$ cat src/rtl/hcordic_pkg.sv
package hcordic_pkg;

    typedef enum logic {
        MODE_SINHCOSH = 1'b0,
        MODE_ATANH    = 1'b1
    } mode_t;

    // Total micro-rotation count: indices 1..nshift with 4, 13, 40 doubled.
    function automatic int stage_total(input int nshift);
        int cnt;
        cnt = nshift;
        if (nshift >= 4)  cnt++;
        if (nshift >= 13) cnt++;
        if (nshift >= 40) cnt++;
        return cnt;
    endfunction

    // Shift index used by pipeline stage s (0-based).
    function automatic int shift_at(input int s, input int nshift);
        int idx;
        idx = 0;
        for (int i = 1; i <= nshift; i++) begin
            if (idx == s) return i;
            idx++;
            if (i == 4 || i == 13 || i == 40) begin
                if (idx == s) return i;
                idx++;
            end
        end
        return nshift;
    endfunction

    // atanh(2^-i) with frac fractional bits, from the odd power series.
    function automatic longint atanh_fix(input int i, input int frac);
        longint acc;
        int     f;
        f   = frac + 8;
        acc = 0;
        for (int k = 1; k < 64; k += 2) begin
            if (k * i <= f) acc += (longint'(1) << (f - k * i)) / k;
        end
        return (acc + (longint'(1) << 7)) >>> 8;
    endfunction

    // Reciprocal of the hyperbolic gain with frac fractional bits.
    function automatic longint inv_gain_fix(input int frac);
        real r;
        r = 1.2074970677630720;
        for (int k = 0; k < frac; k++) r = r * 2.0;
        return longint'(r);
    endfunction

endpackage

$ cat src/rtl/hcordic_prep.sv
module hcordic_prep
    import hcordic_pkg::*;
#(
    parameter int DATA_W  = 16,
    parameter int PHASE_W = 16,
    parameter int GUARD   = 4,
    localparam int XW = DATA_W + GUARD + 1,
    localparam int XF = DATA_W - 2 + GUARD,
    localparam int ZW = PHASE_W + GUARD
) (
    input  logic                      func_sel,
    input  logic [DATA_W-1:0]         in_real,
    input  logic [DATA_W-1:0]         in_imag,
    input  logic [PHASE_W-1:0]        in_angle,
    output mode_t                     mode,
    output logic signed [XW-1:0]      x0,
    output logic signed [XW-1:0]      y0,
    output logic signed [ZW-1:0]      z0
);

    localparam logic signed [XW-1:0] START_X = XW'(inv_gain_fix(XF));

    always_comb begin
        mode = func_sel ? MODE_ATANH : MODE_SINHCOSH;
        if (mode == MODE_ATANH) begin
            x0 = {in_real[DATA_W-1], in_real, {GUARD{1'b0}}};
            y0 = {in_imag[DATA_W-1], in_imag, {GUARD{1'b0}}};
            z0 = '0;
        end else begin
            x0 = START_X;
            y0 = '0;
            z0 = {in_angle, {GUARD{1'b0}}};
        end
    end

endmodule

$ cat src/rtl/hcordic_stage.sv
module hcordic_stage
    import hcordic_pkg::*;
#(
    parameter int XW    = 21,
    parameter int ZW    = 20,
    parameter int SHIFT = 1,
    parameter logic signed [ZW-1:0] ANGLE = '0
) (
    input  logic                  clk,
    input  logic                  rst,
    input  logic                  i_vld,
    input  mode_t                 i_mode,
    input  logic signed [XW-1:0]  i_x,
    input  logic signed [XW-1:0]  i_y,
    input  logic signed [ZW-1:0]  i_z,
    output logic                  o_vld,
    output mode_t                 o_mode,
    output logic signed [XW-1:0]  o_x,
    output logic signed [XW-1:0]  o_y,
    output logic signed [ZW-1:0]  o_z
);

    logic                 step_up;
    logic signed [XW-1:0] xs;
    logic signed [XW-1:0] ys;
    logic signed [XW-1:0] nx;
    logic signed [XW-1:0] ny;
    logic signed [ZW-1:0] nz;

    always_comb begin
        xs = i_x >>> SHIFT;
        ys = i_y >>> SHIFT;
        // rotation follows the sign of z, vectoring drives y toward zero
        step_up = (i_mode == MODE_ATANH) ? i_y[XW-1] : ~i_z[ZW-1];
        if (step_up) begin
            nx = i_x + ys;
            ny = i_y + xs;
            nz = i_z - ANGLE;
        end else begin
            nx = i_x - ys;
            ny = i_y - xs;
            nz = i_z + ANGLE;
        end
    end

    always_ff @(posedge clk) begin
        if (rst) o_vld <= 1'b0;
        else     o_vld <= i_vld;
        o_mode <= i_mode;
        o_x    <= nx;
        o_y    <= ny;
        o_z    <= nz;
    end

endmodule

$ cat src/rtl/hcordic_post.sv
module hcordic_post
    import hcordic_pkg::*;
#(
    parameter int DATA_W  = 16,
    parameter int PHASE_W = 16,
    parameter int GUARD   = 4,
    localparam int XW = DATA_W + GUARD + 1,
    localparam int ZW = PHASE_W + GUARD
) (
    input  logic                  vld,
    input  mode_t                 mode,
    input  logic signed [XW-1:0]  x,
    input  logic signed [XW-1:0]  y,
    input  logic signed [ZW-1:0]  z,
    output logic [DATA_W-1:0]     out_real,
    output logic [DATA_W-1:0]     out_imag,
    output logic [PHASE_W-1:0]    out_angle
);

    logic unused_bits;
    assign unused_bits = ^{x[XW-1], y[XW-1], x[GUARD-1:0], y[GUARD-1:0], z[GUARD-1:0]};

    always_comb begin
        out_real  = '0;
        out_imag  = '0;
        out_angle = '0;
        if (vld) begin
            if (mode == MODE_ATANH) begin
                out_angle = z[ZW-1:GUARD];
            end else begin
                out_real = x[XW-2:GUARD];
                out_imag = y[XW-2:GUARD];
            end
        end
    end

endmodule

$ cat src/rtl/hcordic_unit.sv
module hcordic_unit
    import hcordic_pkg::*;
#(
    parameter int DATA_W    = 16,
    parameter int PHASE_W   = 16,
    parameter int GUARD     = 4,
    parameter int NUM_SHIFT = 16
) (
    input  logic                clk,
    input  logic                rst,
    input  logic                in_valid,
    input  logic                func_sel,
    input  logic [DATA_W-1:0]   in_real,
    input  logic [DATA_W-1:0]   in_imag,
    input  logic [PHASE_W-1:0]  in_angle,
    output logic                out_valid,
    output logic [DATA_W-1:0]   out_real,
    output logic [DATA_W-1:0]   out_imag,
    output logic [PHASE_W-1:0]  out_angle
);

    localparam int XW  = DATA_W + GUARD + 1;
    localparam int ZW  = PHASE_W + GUARD;
    localparam int ZF  = PHASE_W - 3 + GUARD;
    localparam int NST = stage_total(NUM_SHIFT);

    logic                 vld  [0:NST];
    mode_t                mde  [0:NST];
    logic signed [XW-1:0] xs   [0:NST];
    logic signed [XW-1:0] ys   [0:NST];
    logic signed [ZW-1:0] zs   [0:NST];

    assign vld[0] = in_valid;

    hcordic_prep #(
        .DATA_W (DATA_W),
        .PHASE_W(PHASE_W),
        .GUARD  (GUARD)
    ) u_prep (
        .func_sel(func_sel),
        .in_real (in_real),
        .in_imag (in_imag),
        .in_angle(in_angle),
        .mode    (mde[0]),
        .x0      (xs[0]),
        .y0      (ys[0]),
        .z0      (zs[0])
    );

    for (genvar g = 0; g < NST; g++) begin : g_stage
        localparam int                   SH  = shift_at(g, NUM_SHIFT);
        localparam logic signed [ZW-1:0] ANG = ZW'(atanh_fix(SH, ZF));

        hcordic_stage #(
            .XW   (XW),
            .ZW   (ZW),
            .SHIFT(SH),
            .ANGLE(ANG)
        ) u_stage (
            .clk   (clk),
            .rst   (rst),
            .i_vld (vld[g]),
            .i_mode(mde[g]),
            .i_x   (xs[g]),
            .i_y   (ys[g]),
            .i_z   (zs[g]),
            .o_vld (vld[g+1]),
            .o_mode(mde[g+1]),
            .o_x   (xs[g+1]),
            .o_y   (ys[g+1]),
            .o_z   (zs[g+1])
        );
    end

    assign out_valid = vld[NST];

    hcordic_post #(
        .DATA_W (DATA_W),
        .PHASE_W(PHASE_W),
        .GUARD  (GUARD)
    ) u_post (
        .vld      (vld[NST]),
        .mode     (mde[NST]),
        .x        (xs[NST]),
        .y        (ys[NST]),
        .z        (zs[NST]),
        .out_real (out_real),
        .out_imag (out_imag),
        .out_angle(out_angle)
    );

endmodule

$ cat config.mk
export PLATFORM = sky130hd
export DESIGN_NAME = hcordic_unit
export DESIGN_NICKNAME = d
export VERILOG_FILES = /design/src/rtl/hcordic_pkg.sv /design/src/rtl/hcordic_prep.sv /design/src/rtl/hcordic_stage.sv /design/src/rtl/hcordic_post.sv /design/src/rtl/hcordic_unit.sv
export SDC_FILE = /design/constraint.sdc
export NUM_CORES = 2
export LEC_CHECK = 0
export BUFFER_PORTS_ARGS = -buffer_cell sky130_fd_sc_hd__buf_2
export CAP_MARGIN = 20
export CORE_MARGIN = 2
export CORE_UTILIZATION = 35
export CTS_BUF_LIST = sky130_fd_sc_hd__clkbuf_4 sky130_fd_sc_hd__clkbuf_8
export DETAILED_ROUTE_END_ITERATION = 8
export HOLD_SLACK_MARGIN = 0.15
export REMOVE_ABC_BUFFERS = 1
export SETUP_SLACK_MARGIN = 0.15
export SYNTH_ARGS = -nofsm -noshare
export SYNTH_HDL_FRONTEND = slang
export SYNTH_HIERARCHICAL = 1
export SYNTH_SLANG_ARGS = --single-unit
$ cat constraint.sdc
create_clock -name clk -period 4.8 [get_ports clk]
set_input_delay 0 -clock clk [delete_from_list [all_inputs] [get_ports clk]]
set_output_delay 0 -clock clk [all_outputs]
set_load 0.05 [all_outputs]
==> results.yml <==
clocking:
  cts_tree: "built"
  clk_latency_ns: 0.95
  htree_num_levels: 4
  ctsLongestPathBuffers: 3
  clock_root_buffer: "clkbuf_8"
  clock_sinks: 1126
  post_cts.repair.setup_buffers: 0
  worst_setup_hold_path_clk_slew_ns: 0.06
  cts_bufs_inserted: 192
critical_path:
  critical_path.most_common_cell: "dlygate4sd3_1"
  critical_path_arrival_ns: 5.25
  cp.required_ns: 5.61
  critical_path.slowest_cell: "dlygate4sd3_1"
  timing.critical_path.cells: "dlygate4sd3_1 > buf_2 > buf_4 > and2_1 > a21o_1 > buf_4 > a21oi_1 > xor2_1 > ha_1 > dlygate4sd3_1 > a221oi_2 > nor4_1 > o21a_1 > o211ai_1 > dlygate4sd3_1 > nand3_1 > dlygate4sd3_1"
  critPathMaxFanout: 19
  path_class: "in2reg"
  worstSetupStartpointType: "primary input"
  timing.critical_path.to_type: "flip-flop"
  critical_path.max_stage_delay_ns: 0.62
sta:
  final-hold-violation-count: 0
  slew_viol_final: 0
  rsz_0062_raised_after_global_routing: "no"
  setup_tns_ns: 0
  fin_crit_ns: 4.440
  relSlewSlack_pct: 45.20
  timing.clock.skew_ns: 0.08951
  setup_viol: 0
  timing_worst_slew_pin_value_ns: 0.8171
  final_min_period_over_clock_period_pct: 92.51
  timing.hold.ws_ns: 0.2869
  max_clk_rate_ghz: 0.2252
die:
  full_die_area_um2: 240700
  site_rows: 178
  i_o_pins: 101
  floorplan.die.width_um: 490.6
  core_region_area_um2: 235400
  die_y_um: 490.6
  start_util_pct: 35.20
placement:
  dp_hpwl_mm: 179.0
  finalWeightedCongestion: 0.9165
  port_buffers: 100
global_routing:
  initial_antenna_violation_count: 3
  vias_in_the_first_global_route: 68410
  global_route.overflow_total: 0
  grt_max_degree: 50
  global_route.usage.total_pct: 17.84
  global_route_wire_length_before_repair_mm: 357.2
synthesis:
  mappedNetlistArea_um2: 82860
  syn-instance-count: 9467
  syn_avg_cell_area_um2: 8.753
  yosys_warnings: 6
route:
  routed_via_density: 5.308
  routed_wirelength_mm: 222.8
  routed-via-count: 69670
  first_pass_iters: 6
  detail_route.iter0.violations: 3993
  antenna_left: 0
  post-route-drc-count: 0
  wl_per_cell_um: 16.97
final_layout:
  drive_above_1_share_pct: 7.371
  syn2layout_area_growth_pct: 12.41
  final_nets: 11090
run_status:
  outcome: "finished, final reports clean"
run:
  max_cap_viol_count: 0
hold_path:
  hold_path_class: "reg2reg"
area by class of cell:
class | count | area [µm²]
fillers | 23460 | 142300
multi-input cells | 7850 | 58330
flip-flops and latches | 1126 | 22540
well taps | 3150 | 3941
clock buffers | 283 | 3657
repair buffers | 286 | 2285
inverters | 351 | 1324
clock inverters | 76 | 1060
diodes | 5 | 12.51
state kept, by name, indices dropped and copies added (netlist names):
register                flops
g_stage.u_stage/o_mode     18
g_stage.u_stage/o_vld      18
g_stage.u_stage/o_x       373
g_stage.u_stage/o_y       373
g_stage.u_stage/o_z       344
layer usage:
layer | vias to the layer above | routed length (µm) | track usage, %
met5 | - | 0 | 0
met4 | 0 | 5236 | 5.053
met3 | 318 | 8962 | 2.284
met2 | 1379 | 105000 | 30.79
li1 | 35160 | - | -
met1 | 32810 | 103600 | 23.14
worst paths after layout:
check	from	end	depth (start not counted)	slack, ns
worst max-delay path	func_sel	g_stage[0].u_stage/o_y[16]$_DFF_P_	17	0.36
worst min-delay path	g_stage[9].u_stage/o_z[6]$_DFF_P_	g_stage[10].u_stage/o_z[6]$_DFF_P_	0	0.29
worst max register to register	g_stage[11].u_stage/o_z[19]$_DFF_P_	g_stage[12].u_stage/o_x[20]$_DFF_P_	14	0.58
worst min register to register	g_stage[9].u_stage/o_z[6]$_DFF_P_	g_stage[10].u_stage/o_z[6]$_DFF_P_	0	0.29
per-stage QoR:
stage	std cells	setup slack (ns)	area (µm²)	utilization, %
2_1_floorplan	9327	0.03640	82170	-
3_3_place_gp	12610	0.7163	86870	36.90
3_5_place_dp	12610	0.6758	86870	36.90
4_1_cts	13120	0.3665	93120	39.56
5_1_grt	13130	0.2464	93150	39.57
6_report	13130	0.3596	93150	39.57
layout by cell type (no fill, tap or decap), types with 40 or more instances in the layout:
| cell | n |
|---|---|
| o21ai_0 | 491 |
| fa_1 | 54 |
| o31ai_1 | 115 |
| a31oi_1 | 96 |
| nor2b_1 | 118 |
| a21oi_1 | 895 |
| a21o_1 | 411 |
| nand2b_1 | 98 |
| nand4_1 | 79 |
| nand2_1 | 632 |
| buf_2 | 100 |
| o211ai_1 | 86 |
| dfxtp_1 | 1126 |
| o21bai_1 | 100 |
| nor2_1 | 646 |
| o21a_1 | 111 |
| and2_1 | 71 |
| nor3_1 | 178 |
| inv_1 | 331 |
| and3_1 | 89 |
| a211oi_1 | 138 |
| nor4_1 | 48 |
| clkbuf_8 | 245 |
| xor2_1 | 438 |
| dlygate4sd3_1 | 153 |
| or3_1 | 40 |
| ha_1 | 1175 |
| xnor2_1 | 780 |
| nand3_1 | 176 |
| o21ai_1 | 71 |
what timing repair did:
action | in CTS | in global routing
hold buffers | 153 | 0
gates resized for setup | 0 | 1
endpoints found under the setup margin | 0 | 1
hold endpoints to repair | 74 | 0
worst max-delay path: cells and delay by family:
family | cells | cell delay (ns)
AND/OR/NAND/NOR | 3 | 0.64
AO/OA/AOI/OAI | 5 | 1.10
adder cells (fa/ha/maj) | 1 | 0.30
XOR/XNOR | 1 | 0.15
buffers and inverters | 7 | 3.02
Power is left out: the tool's default activity adds up to more than one toggle a clock period on the data nets, which glitch-free logic cannot reach.
